==> src/rtl/clkreq_pkg.sv <==
package clkreq_pkg;

    // Per-pair gating states
    typedef enum logic [1:0] {
        PG_RUN  = 2'd0,
        PG_PARK = 2'd1,
        PG_WAKE = 2'd2
    } pg_state_t;

endpackage

==> src/rtl/clkreq_debounce.sv <==
// Synchronizes one asynchronous active-low request and filters it.
// req_off is 1 when the request has been withdrawn.
module clkreq_debounce (
    input  logic ref_clk,
    input  logic rst_n,
    input  logic req_n_async,
    output logic req_off
);

    logic meta_q;
    logic sync_q;
    logic prev_q;
    logic held_q;

    // Two-flop synchronizer, followed by a copy of the previous synced value
    always_ff @(posedge ref_clk or negedge rst_n) begin
        if (!rst_n) begin
            meta_q <= 1'b0;
            sync_q <= 1'b0;
            prev_q <= 1'b0;
        end else begin
            meta_q <= req_n_async;
            sync_q <= meta_q;
            prev_q <= sync_q;
        end
    end

    // Take the new level only when it matched at two consecutive edges
    assign req_off = (sync_q == prev_q) ? sync_q : held_q;

    always_ff @(posedge ref_clk or negedge rst_n) begin
        if (!rst_n) held_q <= 1'b0;
        else        held_q <= req_off;
    end

    AST_TWO_EDGE_STABLE: assert property (@(posedge ref_clk) disable iff (!rst_n)
        $changed(held_q) |-> ($past(sync_q) == held_q) && ($past(sync_q, 2) == held_q));

endmodule

==> src/rtl/clkreq_pair_gate.sv <==
// Stop/start sequencing and parking for one differential pair.
module clkreq_pair_gate
    import clkreq_pkg::*;
(
    input  logic ref_clk,
    input  logic rst_n,
    input  logic stop_req,
    input  logic park_tristate,
    output logic pad_t,
    output logic pad_c,
    output logic pad_oe
);

    pg_state_t st_q;
    pg_state_t st_d;

    always_comb begin
        st_d = st_q;
        unique case (st_q)
            PG_RUN:  if (stop_req) st_d = PG_PARK;
            PG_PARK: if (!stop_req) st_d = park_tristate ? PG_WAKE : PG_RUN;
            PG_WAKE: st_d = stop_req ? PG_PARK : PG_RUN;
            default: st_d = PG_RUN;
        endcase
    end

    // State register: updates on the rising edge, when the true side is already high
    always_ff @(posedge ref_clk or negedge rst_n) begin
        if (!rst_n) st_q <= PG_RUN;
        else        st_q <= st_d;
    end

    // Output drive
    always_comb begin
        pad_t  = 1'b1;
        pad_c  = 1'b0;
        pad_oe = 1'b1;
        unique case (st_q)
            PG_RUN: begin
                pad_t  = ref_clk;
                pad_c  = ~ref_clk;
                pad_oe = 1'b1;
            end
            PG_PARK: begin
                pad_t  = ~park_tristate;
                pad_c  = 1'b0;
                pad_oe = ~park_tristate;
            end
            PG_WAKE: begin
                pad_t  = 1'b1;
                pad_c  = 1'b0;
                pad_oe = 1'b1;
            end
            default: begin
                pad_t  = ref_clk;
                pad_c  = ~ref_clk;
                pad_oe = 1'b1;
            end
        endcase
    end

    AST_STOP_NEXT_EDGE: assert property (@(posedge ref_clk) disable iff (!rst_n)
        (st_q == PG_RUN && stop_req) |=> (st_q == PG_PARK));

    AST_WAKE_FIRST: assert property (@(posedge ref_clk) disable iff (!rst_n)
        (st_q == PG_RUN && $past(st_q) == PG_PARK) |-> !$past(park_tristate));

endmodule

==> src/rtl/clkreq_gate_ctrl.sv <==
// Top: request filters, ownership decode, and one gate per pair.
module clkreq_gate_ctrl
    import clkreq_pkg::*;
#(
    parameter int N_PAIRS = 8,
    parameter int N_REQ   = 2
) (
    input  logic                           ref_clk,
    input  logic                           rst_n,
    input  logic [N_REQ-1:0]               req_n,
    input  logic [N_REQ-1:0][N_PAIRS-1:0]  req_mask,
    input  logic                           park_tristate,
    output logic [N_PAIRS-1:0]             pad_t,
    output logic [N_PAIRS-1:0]             pad_c,
    output logic [N_PAIRS-1:0]             pad_oe
);

    logic [N_REQ-1:0]   req_off;
    logic [N_PAIRS-1:0] owned;
    logic [N_PAIRS-1:0] keep_on;
    logic [N_PAIRS-1:0] stop_req;

    for (genvar k = 0; k < N_REQ; k++) begin : g_req
        clkreq_debounce u_deb (
            .ref_clk     (ref_clk),
            .rst_n       (rst_n),
            .req_n_async (req_n[k]),
            .req_off     (req_off[k])
        );
    end

    // A pair stops only if it has an owner and every owner has withdrawn its request
    always_comb begin
        for (int i = 0; i < N_PAIRS; i++) begin
            owned[i]   = 1'b0;
            keep_on[i] = 1'b0;
            for (int k = 0; k < N_REQ; k++) begin
                if (req_mask[k][i]) begin
                    owned[i] = 1'b1;
                    if (!req_off[k]) keep_on[i] = 1'b1;
                end
            end
        end
        stop_req = owned & ~keep_on;
    end

    for (genvar i = 0; i < N_PAIRS; i++) begin : g_pair
        clkreq_pair_gate u_gate (
            .ref_clk       (ref_clk),
            .rst_n         (rst_n),
            .stop_req      (stop_req[i]),
            .park_tristate (park_tristate),
            .pad_t         (pad_t[i]),
            .pad_c         (pad_c[i]),
            .pad_oe        (pad_oe[i])
        );

        AST_UNOWNED_LIVE: assert property (@(posedge ref_clk) disable iff (!rst_n)
            (!owned[i] && $past(!owned[i])) |-> pad_oe[i]);
    end

endmodule

==> config.mk <==
export PLATFORM = sky130hd
export DESIGN_NAME = clkreq_gate_ctrl
export DESIGN_NICKNAME = d
export VERILOG_FILES = /design/src/rtl/clkreq_pkg.sv /design/src/rtl/clkreq_debounce.sv /design/src/rtl/clkreq_pair_gate.sv /design/src/rtl/clkreq_gate_ctrl.sv
export SDC_FILE = /design/constraint.sdc
export NUM_CORES = 1
export LEC_CHECK = 0
export BUFFER_PORTS_ARGS = -buffer_cell sky130_fd_sc_hd__buf_4
export CAP_MARGIN = 40
export CORE_ASPECT_RATIO = 0.5
export CORE_UTILIZATION = 57
export DETAILED_ROUTE_END_ITERATION = 8
export HOLD_SLACK_MARGIN = 0.05
export PLACE_DENSITY = 0.81
export SLEW_MARGIN = 20
export SYNTH_ARGS = -nofsm -noshare
export SYNTH_HDL_FRONTEND = slang
export SYNTH_SLANG_ARGS = --single-unit
export TNS_END_PERCENT = 20
==> constraint.sdc <==
create_clock -name ref_clk -period 1.97 [get_ports ref_clk]
set_input_delay 0.394 -clock ref_clk [delete_from_list [all_inputs] [get_ports ref_clk]]
set_output_delay 0.394 -clock ref_clk [all_outputs]
set_load 0.005 [all_outputs]
==> results of run 1 <==
## cells by family after synthesis
logic type | after synthesis | share of synthesized area (%)
AND/OR/NAND/NOR | 117 | 22.7
AO/OA/AOI/OAI | 70 | 22.2
buffers and inverters | 65 | 13.9
adder cells (fa/ha/maj) | 33 | 16.6
flip-flops | 24 | 24.2
multiplexers | 1 | 0.403
## registers in the layout (all words and copies together) (netlist names)
signal,flops
g_req.u_deb.sync_q,2
g_pair.u_gate.st_q,16
g_req.u_deb.prev_q,2
g_req.u_deb.meta_q,2
g_req.u_deb.held_q,2
## routing by layer
| layer | vias to the layer above | GRT usage (%) | wire length, um |
|---|---|---|---|
| met5 | - | 0 | 0 |
| met4 | 0 | 36.3 | 787 |
| met3 | 104 | 21.5 | 1060 |
| met2 | 281 | 56.3 | 4110 |
| met1 | 1305 | 38.5 | 3370 |
| li1 | 1192 | - | - |
## what timing repair did
item / CTS / global route
pin swaps: 10 / 14
gates resized for setup: 55 / 25
hold endpoints to repair: 24 / 0
setup endpoints to repair: 24 / 27
buffers inserted: 13 / 3
hold buffers: 1 / 0
## layout by cell type (no fill, tap or decap), types with 8 or more instances in the layout
cell type  count
inv_2         12
ha_4          10
nor2_4         8
ha_1          19
dfrtp_1       16
buf_4         55
dfrtp_2        8
nor2_1        20
clkbuf_1       9
nand3_1       22
clkbuf_8      16
inv_1         21
nand2b_1      11
nand2_1       37
## cell type report
| type | count | area share (%) |
|---|---|---|
| Clock buffer | 52 | 15.8 |
| Clock inverter | 1 | 0.840 |
| Inverter | 33 | 3.47 |
| Multi-Input combinational cell | 221 | 51.8 |
| Sequential cell | 24 | 17.1 |
| Tap cell | 54 | 1.89 |
| Timing Repair Buffer | 43 | 9.10 |
## synth_stat cells, types with 5 or more instances
cell type,instances
nand2b_1,11
o32ai_1,7
nor2_1,28
buf_4,24
a31oi_1,12
nand2_1,37
o21a_1,5
inv_1,32
o31ai_1,7
a32oi_1,7
dfrtp_1,24
ha_1,32
nand3_1,22
## per-stage QoR
step | hold slack (ns) | instance area [sq um] | setup slack, ns
floorplan | 0.0984 | 2490 | 0.127
global placement | 0.320 | 2680 | 0.268
global route | 0.0929 | 3570 | -0.260
detailed placement | 0.322 | 2680 | 0.157
CTS | 0.107 | 3430 | -0.149
finish | 0.103 | 3570 | -0.156
## where the power goes
group,switching [W],internal (W),total [W],leakage (nW)
logic,0.00137,0.000996,0.00236,0.861
clock network,0.00122,0.00230,0.00352,0.360
registers,0.000136,0.000628,0.000763,0.289
## path summary, 6_finish.rpt
kind | from | end | cells past startpoint
worst min register to register | g_req[1].u_deb.meta_q$_DFF_PN0_ | g_req[1].u_deb.sync_q$_DFF_PN0_ | 0
worst max register to register | g_pair[3].u_gate.st_q[0]$_DFFE_PN0P_ | g_pair[3].u_gate.st_q[1]$_DFFE_PN0P_ | 7
max in group asynchronous | rst_n | g_pair[2].u_gate.st_q[0]$_DFFE_PN0P_ | 2
min in group asynchronous | rst_n | g_req[0].u_deb.meta_q$_DFF_PN0_ | 2
worst min-delay path | req_n[0] | g_req[0].u_deb.meta_q$_DFF_PN0_ | 1
worst max-delay path | ref_clk | pad_c[3] | 6
==> reports/metrics.yaml, run 1 <==
worst_setup_path:
  cp_cell_sequence: "clkbuf_16 > clkbuf_16 > nor2_4 > buf_4 > clkbuf_8 > buf_4"
  crit_path_max_fanout: 4
  crit_family: "buffers and inverters"
  crit_path_top_delay_cell: "clkbuf_16"
  path_buf_inv: 5
  worstPathRequired_ns: 1.58
  end_kind: "output port"
  start_kind: "clock port"
  r2r_slack_ns: -0.13
  worst-setup-path-type: "clk2out"
  max_stage_delay_ns: 0.16
  cp.arrival_ns: 1.73
place:
  dp.cells: 378
  port_buffers: 44
  place.gp.congestion: 0.832
  hpwl_mm: 4.20
route:
  drt-initial-drc-count: 329
  postRouteAntennaNets: 0
  wire_per_inst_um: 21.8
  drc_errors: 0
  via_per_inst: 6.73
  dr.pass1.iters: 6
  vias: 2882
  drt_wl_total_mm: 9.32
yosys:
  synth_area_per_cell_sq_um: 8.02
  netlist_area_sq_mm: 0.00249
  synthCells: 310
  synth_area_leaders: "dfrtp_1, ha_1, buf_4"
  synth_nets: 363
  synthArstFlopShare_pct: 100
  yosysTopAreaCell: "dfrtp_1"
  synth_edf_count: 0
  ys.warnings.count: 0
  synth_cell_types: 42
  synth_ff_type: "dfrtp_1"
  synth_top_area_share_pct: 24.2
  seq_area_frac_synth_pct: 24.2
  synth_seq_cells: 24
floorplanning:
  die_h_um: 48.7
  dieArea_sq_mm: 0.00465
  fp-row-count: 16
  die_x_um: 95.4
  fp.coreArea_sq_mm: 0.00404
  top_level_ports: 45
  initial_core_util_pct: 61.5
layout:
  instances_no_fill: 428
  drive_gt1_share_pct: 38.5
  multi_input_area_sq_mm: 0.00185
  regArea_sq_um: 611
  fill_cells: 180
  fin_nets: 419
  syn_to_final_growth_pct: 43.8
  utilization_pct: 88.4
  antennaDiodeCount: 0
pwr:
  p_per_area_mw_per_mm2: 1860
  ir_drop_mv: 1.54
  finalPower_w: 0.00665
  leakage_nw: 1.51
run_status:
  status: "complete, but fails checks"
  violations: "setup timing"
global_route:
  grt.total_usage_pct: 38.5
  grt_pass1_wl_mm: 13.0
  grt_overflow_total: 0
  grt_pass1_vias: 2946
  antenna_found_initial: 1
  grt_start_max_net_pins: 25
sta:
  rsz0062_at_grt: "yes"
  clock_skew_ns: 0.00610
  max_slew.worst_pin.slew_ns: 0.487
  relSlewSlack_pct: 67.3
  hold_viol: 0
  fmax_mhz: 474
  setup_slack_ns: -0.156
  drv_slew: 0
  fin_crit_sh_pct: 108
  setup-tns-final_ns: -1.81
  setup_viol: 24
  layout_min_cycle_time_ns: 2.13
flow_run:
  maxCapViolCount: 0
cts:
  cts_tree: "built"
  cts.clk_slew.worst_paths_ns: 0.10
  worstSkewPairLatency_ns: 0.39
worst_hold_path:
  hold_class: "in2reg"
Power figures use the tool's default switching activity.
==> inputs of run 2 (changes only) <==
--- a/config.mk
+++ b/config.mk
@@ -6,12 +6,11 @@
 export NUM_CORES = 1
 export LEC_CHECK = 0
 export BUFFER_PORTS_ARGS = -buffer_cell sky130_fd_sc_hd__buf_4
-export CAP_MARGIN = 40
 export CORE_ASPECT_RATIO = 0.5
-export CORE_UTILIZATION = 57
+export CORE_UTILIZATION = 40
 export DETAILED_ROUTE_END_ITERATION = 8
 export HOLD_SLACK_MARGIN = 0.05
-export PLACE_DENSITY = 0.81
+export MAX_ROUTING_LAYER = met4
 export SLEW_MARGIN = 20
 export SYNTH_ARGS = -nofsm -noshare
 export SYNTH_HDL_FRONTEND = slang
==> reports/metrics.yaml, run 2 (synthesis results as in run 1) <==
run_status:
  status: "complete, but fails checks"
  violations: "setup timing"
floorplanning:
  fp.coreArea_sq_mm: 0.00573
  fp-row-count: 19
  die_h_um: 57.7
  die_x_um: 113
  top_level_ports: 45
  dieArea_sq_mm: 0.00655
  initial_core_util_pct: 43.4
route:
  drc_errors: 0
  wire_per_inst_um: 14.7
  via_per_inst: 5.52
  dr.pass1.iters: 4
  drt_wl_total_mm: 6.51
  postRouteAntennaNets: 0
  vias: 2439
  drt-initial-drc-count: 148
sta:
  rsz0062_at_grt: "yes"
  max_slew.worst_pin.slew_ns: 0.603
  relSlewSlack_pct: 59.8
  setup_viol: 23
  drv_slew: 0
  whs_ns: 0.130
  hold_viol: 0
  clock_skew_ns: 0.00521
  setup_slack_ns: -0.174
global_route:
  grt.total_usage_pct: 22.5
  grt_pass1_vias: 2553
  grt_overflow_total: 0
  grt_pass1_wl_mm: 10.4
  grt_start_max_net_pins: 36
  antenna_found_initial: 0
pwr:
  pwr-share-clk_pct: 60.4
  ir_drop_mv: 1.31
  leakage_nw: 1.51
  p_per_area_mw_per_mm2: 1850
  finalPower_w: 0.00675
  combPwrFrac_pct: 27.2
  intPower_w: 0.00440
  switching_share_pct: 34.9
  p_sw_w: 0.00236
  sequentialPowerShare_pct: 12.4
worst_hold_path:
  hold_class: "in2reg"
  holdPathEnd: "g_req[0].u_deb.meta_q$_DFF_PN0_"
  hold_start: "req_n[0]"
  hold_depth: 1
worst_setup_path:
  crit_path_max_fanout: 4
  crit_start: "ref_clk"
  end_kind: "output port"
  r2r-start: "g_pair[4].u_gate.st_q[1]$_DFFE_PN0P_"
  crit_path_top_delay_cell: "clkbuf_16"
  cp_cell_sequence: "clkbuf_16 > clkbuf_16 > nor2_4 > clkbuf_16 > a31oi_1 > buf_4"
  max_stage_delay_ns: 0.16
  worst-setup-path-type: "clk2out"
  cp.arrival_ns: 1.75
  crit_top_cell: "clkbuf_16"
  worstPathRequired_ns: 1.58
  rr_worst_depth: 6
  r2r_slack_ns: 0.19
  reg2reg_to: "g_pair[4].u_gate.st_q[1]$_DFFE_PN0P_"
  start_kind: "clock port"
layout:
  fill_cells: 478
  largest_reg_flops: 16
  regMostFlops: "g_pair.u_gate.st_q"
  fin_nets: 403
  instances_no_fill: 442
  antennaDiodeCount: 0
  drive_gt1_share_pct: 35.8
  syn_to_final_growth_pct: 46.8
  layout.cells.most_common: "buf_4"
  final_cell_mix: "buf_4, nand2_1, ha_1, clkbuf_16, nand3_1"
place:
  place.gp.congestion: 0.858
  port_buffers: 44
  hpwl_mm: 3.88
  dp.cells: 408
cts:
  cts_tree: "built"
  worstSkewPairLatency_ns: 0.38
  cts.clk_slew.worst_paths_ns: 0.06
  postCtsSetupBuffers: 0
flow_run:
  maxCapViolCount: 0
[run 2: cell count changes in the layout (fill, tap and decap cells not counted), moves of 2 or more]
cell	previous run	this run
buf_4	55	40
buf_8	4	0
clkbuf_16	3	23
clkbuf_8	16	0
dfrtp_1	16	13
dfrtp_2	8	11
ha_1	19	24
ha_2	3	0
ha_4	10	8
inv_1	21	16
inv_2	12	17
[run 2: metal layers]
| layer | GRT usage [%] | routed length [um] |
|---|---|---|
| met3 | 15.7 | 512 |
| met2 | 32.5 | 3130 |
| met5 | - | 0 |
| met1 | 19.8 | 2720 |
| met4 | 21.2 | 148 |
[run 2: critical path, delay by kind of cell]
family / cells / cell delay, ns
compound gates: 1 / 0.03
buf+inv: 4 / 0.57
simple gates: 1 / 0.15
[run 2: worst max-delay path by stage]
stage,slack [ns],end
floorplan,0.13,pad_t[0]
global placement,0.27,g_pair[7].u_gate.st_q[1]$_DFFE_PN0P_
detailed placement,0.22,g_pair[7].u_gate.st_q[1]$_DFFE_PN0P_
CTS,-0.21,pad_t[2]
global route,-0.21,pad_t[4]
finish,-0.17,pad_t[4]
[run 2: area by class of cell]
class,count,area [sq um],share of cell area (%)
well taps,84,105,2.88
inverters,33,124,3.39
clock inverters,1,30.0,0.823
clock buffers,48,752,20.6
repair buffers,31,235,6.44
multi-input cells,221,1790,49.0
flip-flops and latches,24,614,16.8
[run 2: power groups by stage]
stage / Sequential [W] / Clock [W] / Combinational (W)
finish: 0.000838 / 0.00408 / 0.00184
floorplan: 0.000761 / 0.000798 / 0.00109
detailed placement: 0.000802 / 0.000756 / 0.00136
CTS: 0.000832 / 0.00398 / 0.00175
global placement: 0.000793 / 0.000756 / 0.00132
global route: 0.000862 / 0.00428 / 0.00203
[run 2: metrics by stage]
step           util, %  setup slack [ns]  area, sq um  setup TNS, ns
2_1_floorplan        -             0.127         2490              0
3_3_place_gp      47.4             0.269         2710              0
3_5_place_dp      47.4             0.217         2710              0
4_1_cts           62.5            -0.209         3580          -2.51
5_1_grt           63.7            -0.206         3650          -2.37
6_report          63.7            -0.174         3650          -1.86
[run 2: repair_timing]
| action | 4_1_cts | 5_1_grt |
|---|---|---|
| endpoints found under the hold margin | 24 | 0 |
| pin swaps | 16 | 10 |
| resized for setup | 55 | 9 |
| hold buffers | 1 | 0 |
| endpoints found under the setup margin | 24 | 24 |
==> inputs of run 3 (changes only) <==
--- a/config.mk
+++ b/config.mk
@@ -7,10 +7,11 @@
 export LEC_CHECK = 0
 export BUFFER_PORTS_ARGS = -buffer_cell sky130_fd_sc_hd__buf_4
 export CORE_ASPECT_RATIO = 0.5
-export CORE_UTILIZATION = 40
+export CORE_UTILIZATION = 55
 export DETAILED_ROUTE_END_ITERATION = 8
 export HOLD_SLACK_MARGIN = 0.05
 export MAX_ROUTING_LAYER = met4
+export PLACE_DENSITY = 0.79
 export SLEW_MARGIN = 20
 export SYNTH_ARGS = -nofsm -noshare
 export SYNTH_HDL_FRONTEND = slang
==> reports/metrics.yaml, run 3 (synthesis results as in run 1) <==
floorplanning:
  fp-row-count: 16
  die_h_um: 49.5
  top_level_ports: 45
  initial_core_util_pct: 60.6
  dieArea_sq_mm: 0.00481
  fp.coreArea_sq_mm: 0.00410
  die_x_um: 97.1
cts:
  worstSkewPairLatency_ns: 0.38
  cts.clk_slew.worst_paths_ns: 0.09
  cts_tree: "built"
global_route:
  grt_start_max_net_pins: 25
  grt.total_usage_pct: 31.1
  grt_overflow_total: 0
  grt_pass1_vias: 2632
  antenna_found_initial: 0
  grt_pass1_wl_mm: 11.0
sta:
  hold_viol: 0
  setup_viol: 24
  clock_skew_ns: 0.00807
  relSlewSlack_pct: 73.1
  whs_ns: 0.111
  setup_slack_ns: -0.138
  max_slew.worst_pin.slew_ns: 0.401
  drv_slew: 0
  rsz0062_at_grt: "yes"
worst_setup_path:
  end_kind: "output port"
  max_stage_delay_ns: 0.16
  cp.arrival_ns: 1.71
  crit_path_max_fanout: 5
  cp_cell_sequence: "clkbuf_16 > clkbuf_16 > nor2_4 > clkbuf_8 > a31oi_1 > buf_4"
  crit_path_top_delay_cell: "clkbuf_16"
  path_buf_inv: 4
  crit_family: "buffers and inverters"
  worstPathRequired_ns: 1.58
  start_kind: "clock port"
  worst-setup-path-type: "clk2out"
  crit_top_cell: "clkbuf_16"
run_status:
  status: "complete, but fails checks"
  violations: "setup timing"
route:
  drt_wl_total_mm: 6.92
  via_per_inst: 6.15
  dr.pass1.iters: 5
  vias: 2558
  drc_errors: 0
  wire_per_inst_um: 16.6
  drt-initial-drc-count: 176
  postRouteAntennaNets: 0
layout:
  antennaDiodeCount: 0
  instances_no_fill: 416
  syn_to_final_growth_pct: 35.5
  largest_reg_flops: 16
  utilization_pct: 82.1
  layout.cells.most_common: "buf_4"
  final_cell_mix: "buf_4, nand2_1, nand3_1, ha_1, nor2_1"
  regMostFlops: "g_pair.u_gate.st_q"
  fin_nets: 407
  drive_gt1_share_pct: 36.5
pwr:
  sequentialPowerShare_pct: 14.3
  leakage_nw: 1.43
  ir_drop_mv: 0.963
  combPwrFrac_pct: 32.5
  p_sw_w: 0.00224
  intPower_w: 0.00356
  pwr-share-clk_pct: 53.2
  switching_share_pct: 38.7
  p_per_area_mw_per_mm2: 1720
  finalPower_w: 0.00580
place:
  hpwl_mm: 3.98
  port_buffers: 44
  dp.cells: 378
  pre_cts_ws_ns: 0.187
  place.gp.congestion: 0.884
worst_hold_path:
  hold_class: "in2reg"
flow_run:
  maxCapViolCount: 0
## run 3: routing by layer
metal	routed length, um	track usage [%]
met5	0	-
met4	204	26.9
met3	553	18.2
met2	3370	44.2
met1	2790	30.7
## run 3: final cells by class
type	count	area (sq um)
clock buffers	51	537
clock inverters	1	30.0
fillers	253	736
inverters	33	124
multi-input cells	221	1750
flip-flops and latches	24	616
well taps	54	67.6
repair buffers	32	243
## run 3: power groups by stage
stage          sequential, W  clock [W]  combinational (W)
3_3_place_gp        0.000788   0.000756            0.00130
6_report            0.000830    0.00308            0.00189
3_5_place_dp        0.000806   0.000756            0.00139
5_1_grt             0.000854    0.00325            0.00207
2_1_floorplan       0.000761   0.000798            0.00109
4_1_cts             0.000819    0.00288            0.00178
## run 3: through the flow
stage               instance area (sq um)  setup TNS (ns)
finish                               3370           -1.31
global route                         3370           -1.76
CTS                                  3280           -1.52
detailed placement                   2680               0
global placement                     2680               0
floorplan                            2490               0
## run 3: worst reg2reg max path, stage by stage, from the launching register on
cell and delay, ns:
dfrtp_1 0.40, maj3_2 0.46, buf_4 0.27, o21a_1 0.23, a32oi_1 0.22, and3b_1 0.20
## run 3: timing repair
action | in CTS | in global routing
resized for setup | 51 | 16
setup endpoints to repair | 24 | 25
endpoints found under the hold margin | 24 | 0
buffers inserted | 1 | 3
pin swaps | 12 | 11
hold buffers | 1 | 0
## run 3: worst paths after layout
kind	start	endpoint	slack [ns]	cells after the start
hold / removal	req_n[1]	g_req[1].u_deb.meta_q$_DFF_PN0_	0.11	1
max in group asynchronous	rst_n	g_pair[7].u_gate.st_q[1]$_DFFE_PN0P_	1.23	2
min in group asynchronous	rst_n	g_req[1].u_deb.prev_q$_DFF_PN0_	0.47	2
setup reg to reg	g_req[1].u_deb.sync_q$_DFF_PN0_	g_pair[0].u_gate.st_q[1]$_DFFE_PN0P_	0.13	5
hold reg to reg	g_req[0].u_deb.meta_q$_DFF_PN0_	g_req[0].u_deb.sync_q$_DFF_PN0_	0.38	0
setup / recovery	ref_clk	pad_t[2]	-0.14	6
